File: src/rtl/edge_wake_pkg.sv
package edge_wake_pkg;
  localparam int REG_ADDR_W = 2;

  typedef enum logic [REG_ADDR_W-1:0] {
    SEL_ENABLE   = 2'd0,
    SEL_FLAGS    = 2'd1,
    SEL_POLARITY = 2'd2,
    SEL_LEVEL    = 2'd3
  } regSel_e;

  typedef struct packed {
    logic wrEnable;
    logic wrFlags;
    logic wrPolarity;
  } ctlStrobes_t;
endpackage

File: src/rtl/edge_wake_ctrl.sv
module edge_wake_ctrl
  import edge_wake_pkg::*;
(
  input  logic [REG_ADDR_W-1:0] busAddr,
  input  logic                  busWrEn,
  output ctlStrobes_t           strobes,
  output regSel_e               readSel
);
  always_comb begin
    readSel            = regSel_e'(busAddr);
    strobes.wrEnable   = busWrEn && (readSel == SEL_ENABLE);
    strobes.wrFlags    = busWrEn && (readSel == SEL_FLAGS);
    strobes.wrPolarity = busWrEn && (readSel == SEL_POLARITY);
  end
endmodule

File: src/rtl/edge_wake_datapath.sv
module edge_wake_datapath
  import edge_wake_pkg::*;
#(
  parameter int WIDTH        = 8,
  parameter bit HAS_POLARITY = 1'b1,
  parameter int SYNC_STAGES  = 2
) (
  input  logic             clk,
  input  logic             rstN,
  input  ctlStrobes_t      strobes,
  input  regSel_e          readSel,
  input  logic [WIDTH-1:0] busWrData,
  input  logic [WIDTH-1:0] pinIn,
  output logic [WIDTH-1:0] busRdData,
  output logic [WIDTH-1:0] flagVec,
  output logic [WIDTH-1:0] enVec,
  output logic [WIDTH-1:0] polVec,
  output logic [WIDTH-1:0] levelVec,
  output logic             irq
);
  localparam int LAST_STAGE = SYNC_STAGES - 1;

  logic [SYNC_STAGES-1:0][WIDTH-1:0] syncQ;
  logic [WIDTH-1:0] prevQ;
  logic [WIDTH-1:0] fallVec, riseVec, hitVec, clrMask;

  // Synchronizer chain; resets to the idle (pulled-up) level.
  always_ff @(posedge clk or negedge rstN) begin
    if (!rstN) begin
      syncQ <= '1;
    end else begin
      syncQ[0] <= pinIn;
      for (int s = 1; s < SYNC_STAGES; s++) syncQ[s] <= syncQ[s-1];
    end
  end

  assign levelVec = syncQ[LAST_STAGE];

  always_ff @(posedge clk or negedge rstN) begin
    if (!rstN) prevQ <= '1;
    else       prevQ <= levelVec;
  end

  generate
    if (HAS_POLARITY) begin : g_pol
      logic [WIDTH-1:0] polQ;
      always_ff @(posedge clk or negedge rstN) begin
        if (!rstN)                   polQ <= '0;
        else if (strobes.wrPolarity) polQ <= busWrData;
      end
      assign polVec = polQ;
    end else begin : g_fixed
      logic unusedWrPol;
      assign unusedWrPol = strobes.wrPolarity;
      assign polVec      = '0;
    end
  endgenerate

  always_comb begin
    fallVec = prevQ & ~levelVec;
    riseVec = ~prevQ & levelVec;
    hitVec  = (polVec & riseVec) | (~polVec & fallVec);
    clrMask = strobes.wrFlags ? busWrData : '0;
  end

  // New edges are ORed in after the clear, so an edge beats a same-cycle clear.
  always_ff @(posedge clk or negedge rstN) begin
    if (!rstN) flagVec <= '0;
    else       flagVec <= (flagVec & ~clrMask) | hitVec;
  end

  always_ff @(posedge clk or negedge rstN) begin
    if (!rstN)                 enVec <= '0;
    else if (strobes.wrEnable) enVec <= busWrData;
  end

  assign irq = |(flagVec & enVec);

  always_comb begin
    unique case (readSel)
      SEL_ENABLE:   busRdData = enVec;
      SEL_FLAGS:    busRdData = flagVec;
      SEL_POLARITY: busRdData = polVec;
      default:      busRdData = levelVec;
    endcase
  end
endmodule

File: src/rtl/edge_wake_port.sv
module edge_wake_port
  import edge_wake_pkg::*;
#(
  parameter int WIDTH        = 8,
  parameter bit HAS_POLARITY = 1'b1
) (
  input  logic                  clk,
  input  logic                  rstN,
  input  logic [REG_ADDR_W-1:0] busAddr,
  input  logic                  busWrEn,
  input  logic [WIDTH-1:0]      busWrData,
  output logic [WIDTH-1:0]      busRdData,
  input  logic [WIDTH-1:0]      pinIn,
  output logic                  irq
);
  ctlStrobes_t      strobes;
  regSel_e          readSel;
  logic [WIDTH-1:0] flagVec, enVec, polVec, levelVec;

  edge_wake_ctrl u_ctrl (
    .busAddr (busAddr),
    .busWrEn (busWrEn),
    .strobes (strobes),
    .readSel (readSel)
  );

  edge_wake_datapath #(
    .WIDTH        (WIDTH),
    .HAS_POLARITY (HAS_POLARITY),
    .SYNC_STAGES  (2)
  ) u_dp (
    .clk       (clk),
    .rstN      (rstN),
    .strobes   (strobes),
    .readSel   (readSel),
    .busWrData (busWrData),
    .pinIn     (pinIn),
    .busRdData (busRdData),
    .flagVec   (flagVec),
    .enVec     (enVec),
    .polVec    (polVec),
    .levelVec  (levelVec),
    .irq       (irq)
  );
endmodule

File: config.mk
export PLATFORM = sky130hd
export DESIGN_NAME = edge_wake_port
export DESIGN_NICKNAME = d
export VERILOG_FILES = /design/src/rtl/edge_wake_pkg.sv /design/src/rtl/edge_wake_ctrl.sv /design/src/rtl/edge_wake_datapath.sv /design/src/rtl/edge_wake_port.sv
export SDC_FILE = /design/constraint.sdc
export NUM_CORES = 1
export LEC_CHECK = 0
export BUFFER_PORTS_ARGS = -buffer_cell sky130_fd_sc_hd__buf_2
export CORE_MARGIN = 2
export CORE_UTILIZATION = 50
export CTS_CLUSTER_SIZE = 28
export DETAILED_ROUTE_END_ITERATION = 10
export GPL_TIMING_DRIVEN = 0
export PLACE_DENSITY = 0.74
export SYNTH_ARGS = -nofsm -noshare
export SYNTH_HDL_FRONTEND = slang
export SYNTH_SLANG_ARGS = --single-unit
File: constraint.sdc
create_clock -name clk -period 0.9 [get_ports clk]
set_input_delay 0.09 -clock clk [delete_from_list [all_inputs] [get_ports clk]]
set_output_delay 0.09 -clock clk [all_outputs]
set_load 0.05 [all_outputs]
==> flow_summary.yaml <==
outcome:
  status: "finished with violations"
  violations: "negative hold slack, negative setup slack"
cells_and_area:
  mostFrequentLayoutCells: "dfrtp_1, dfstp_2, buf_2"
  antennaDiodeCount: 0
  nets: 189
  finalNonFillerCells: 217
  nFillCells: 249
  syn_to_final_growth_pct: 29.1
  drive_gt1_share_pct: 59.2
sta:
  hold_violations: 24
  fin_crit_sh_pct: 163
  clock_skew_ps: 4.48
  finalMaxSlewViolations: 0
  worst_hold_slack_ps: -30.1
  layout_setup_ws_ps: -570
  relSlewSlack_pct: 31.0
  tightest_slew_ps: 1030
  rsz0062_at_grt: "yes"
  fmax_mhz: 680
  fin_crit_ps: 1470
  final-setup-viol-count: 19
synthesis:
  mappedNetlistNets: 137
  synth_mux_area_share_pct: 18.5
  synth-simple-area-share_pct: 10.6
  netlist_top_cells_area: "dfstp_2, dfrtp_1, mux2_2"
  synth_top_family_by_area: "multiplexers"
  yosys_warnings: 0
  synthCells: 116
  yosysTopAreaCell: "dfstp_2"
  synth_fa_ha_area_share_pct: 0
  syn_area_sq_um: 1950
  yosysTopAreaCellShare_pct: 32.3
  synth_xor_area_share_pct: 0
  synth_compound_area_share_pct: 5.64
  avgSynthCellArea_sq_um: 16.8
  seq_area_frac_synth_pct: 63.1
  synth_cell_type_count: 15
  ys_ff_latch: 48
detailed_routing:
  vias: 1207
  drt.antenna.violating_nets: 0
  drt_pass1_iterations: 4
  via_per_inst: 5.56
  drc_errors: 0
  drt_iter0_drc: 103
  wirelength_microns: 3860
  wire_per_inst_microns: 17.8
min_path:
  min_path_type: "primary input to async pin"
grt:
  antenna_found_initial: 0
  grt_pass1_vias: 1287
  grt.total_usage_pct: 19.1
  grt_max_degree: 49
  grt_pass1_wl_microns: 6040
  grt_overflow_total: 0
setup_path:
  criticalPathCategory: "flip-flop to primary output"
  critical_path.top_delay_family: "multiplexers"
  cp.buffers_inverters: 1
  critPathLaunch: "u_dp.enVec[0]"
  crit_chain: "mux4_2 -> buf_6"
  end_kind: "primary output"
  critPathLaunchType: "flip-flop"
  r2r-start: "u_dp.prevQ[0]"
  worst_path_largest_cell_delay_ps: 500
  worstPathRequired_ps: 810
  slowest_stage: "mux4_2"
  cp_max_fo: 3
  cp.arrival_ps: 1380
power:
  p_total_uw: 5220
  power.density_nw_per_um2: 2070
  vdd_ir_drop_max_uv: 1090
  p_leak_uw: 0.00110
placement:
  dp_hpwl_microns: 2400
  placed_cells: 190
  port_buffers: 26
  gp_congestion: 0.725
die:
  num_rows: 22
  die_x_microns: 66.5
  die-area_sq_um: 4420
  io_pins: 30
  coreArea_sq_um: 3720
  start_util_pct: 52.5
  die_h_microns: 66.5
clock_tree:
  cts_max_level: 2
  cts_buffers: 5
  clock-sinks: 48
  cts.path.max_buffers: 2
  clkTransAtPathRegs_ps: 80
  cts_tree: "done"
  root_buffer: "clkbuf_8"
  clock_latency_ps: 290
run:
  cap_violations: 0
==> area by class of cell <==
cell class / instances / area [sq um] / area share (%)
sequential: 48 / 1230 / 48.9
multi-input combinational: 63 / 716 / 28.4
timing repair buffer: 45 / 360 / 14.3
clock buffer: 6 / 82.6 / 3.28
tap: 48 / 60.1 / 2.38
buffer: 5 / 58.8 / 2.33
clock inverter: 2 / 10.0 / 0.397
==> worst reg2reg max path, stage by stage (launching register included) <==
cell and delay, ps:
dfstp_2 550, and3b_1 190, a221o_1 280
==> state kept, by name, summed over array words and instances (netlist names) <==
signal / count
u_dp.enVec: 8
u_dp.prevQ: 8
u_dp.polVec: 8
u_dp.syncQ: 8
u_dp.flagVec: 8
u_dp.levelVec: 8
==> through the flow <==
step                cell area (sq um)  setup WS [ps]  util, %  setup TNS [ps]
floorplan                        1990           -226        -           -4160
global placement                 2180           -408     58.8           -7350
detailed placement               2180           -405     58.8           -8300
CTS                              2500           -556     67.3           -6240
global route                     2520           -589     67.8           -6840
finish                           2520           -570     67.8           -6290
==> report_power, final <==
part           internal (uW)  leakage [uW]  switching, uW  total [uW]
Clock                    613     0.0000510            666        1280
Sequential              2450      0.000521            194        2650
Combinational            694      0.000525            604        1300
Total                   3760       0.00110           1460        5220
==> synthesized netlist by cell type (all sizes together) <==
master and instances:
a221o 8, a22oi 4, and3b 8, buf 5, dfrtp 24, dfstp 24, mux2 16, mux4 8
nand3b 1, nand4 1, nand4b 8, nor2 8, nor3b 1
==> logic make-up (layout without fill, tap and decap cells) <==
group,count (synthesis),in the layout
AO/OA/AOI/OAI,12,12
AND/OR/NAND/NOR,27,27
buffers and inverters,5,58
flip-flops,48,48
multiplexers,24,24
==> routing by layer <==
layer  global-route usage [%]  share of wire [%]
met5                        0                  0
met3                     5.07                3.7
met4                     8.42                1.8
met1                     23.2                 45
met2                     32.0                 50
==> path summary, 6_finish.rpt <==
path,endpoint,slack (ps),cells past startpoint
max in group asynchronous,u_dp.flagVec[1],300,1
min in group clk,u_dp.enVec[6],60,2
worst max register to register,u_dp.flagVec[0],-230,2
worst min register to register,u_dp.levelVec[6],360,0
worst min-delay path,u_dp.enVec[6],-30,1
worst max-delay path,busRdData[0],-570,2
==> what timing repair did <==
item	4_1_cts	5_1_grt
gates cloned	0	0
resized for setup	19	5
endpoints found under the hold margin	18	0
hold buffers	8	0
setup buffers	11	1
pin swaps	0	0
setup endpoints to repair	25	23
Power figures use the tool's default switching activity.
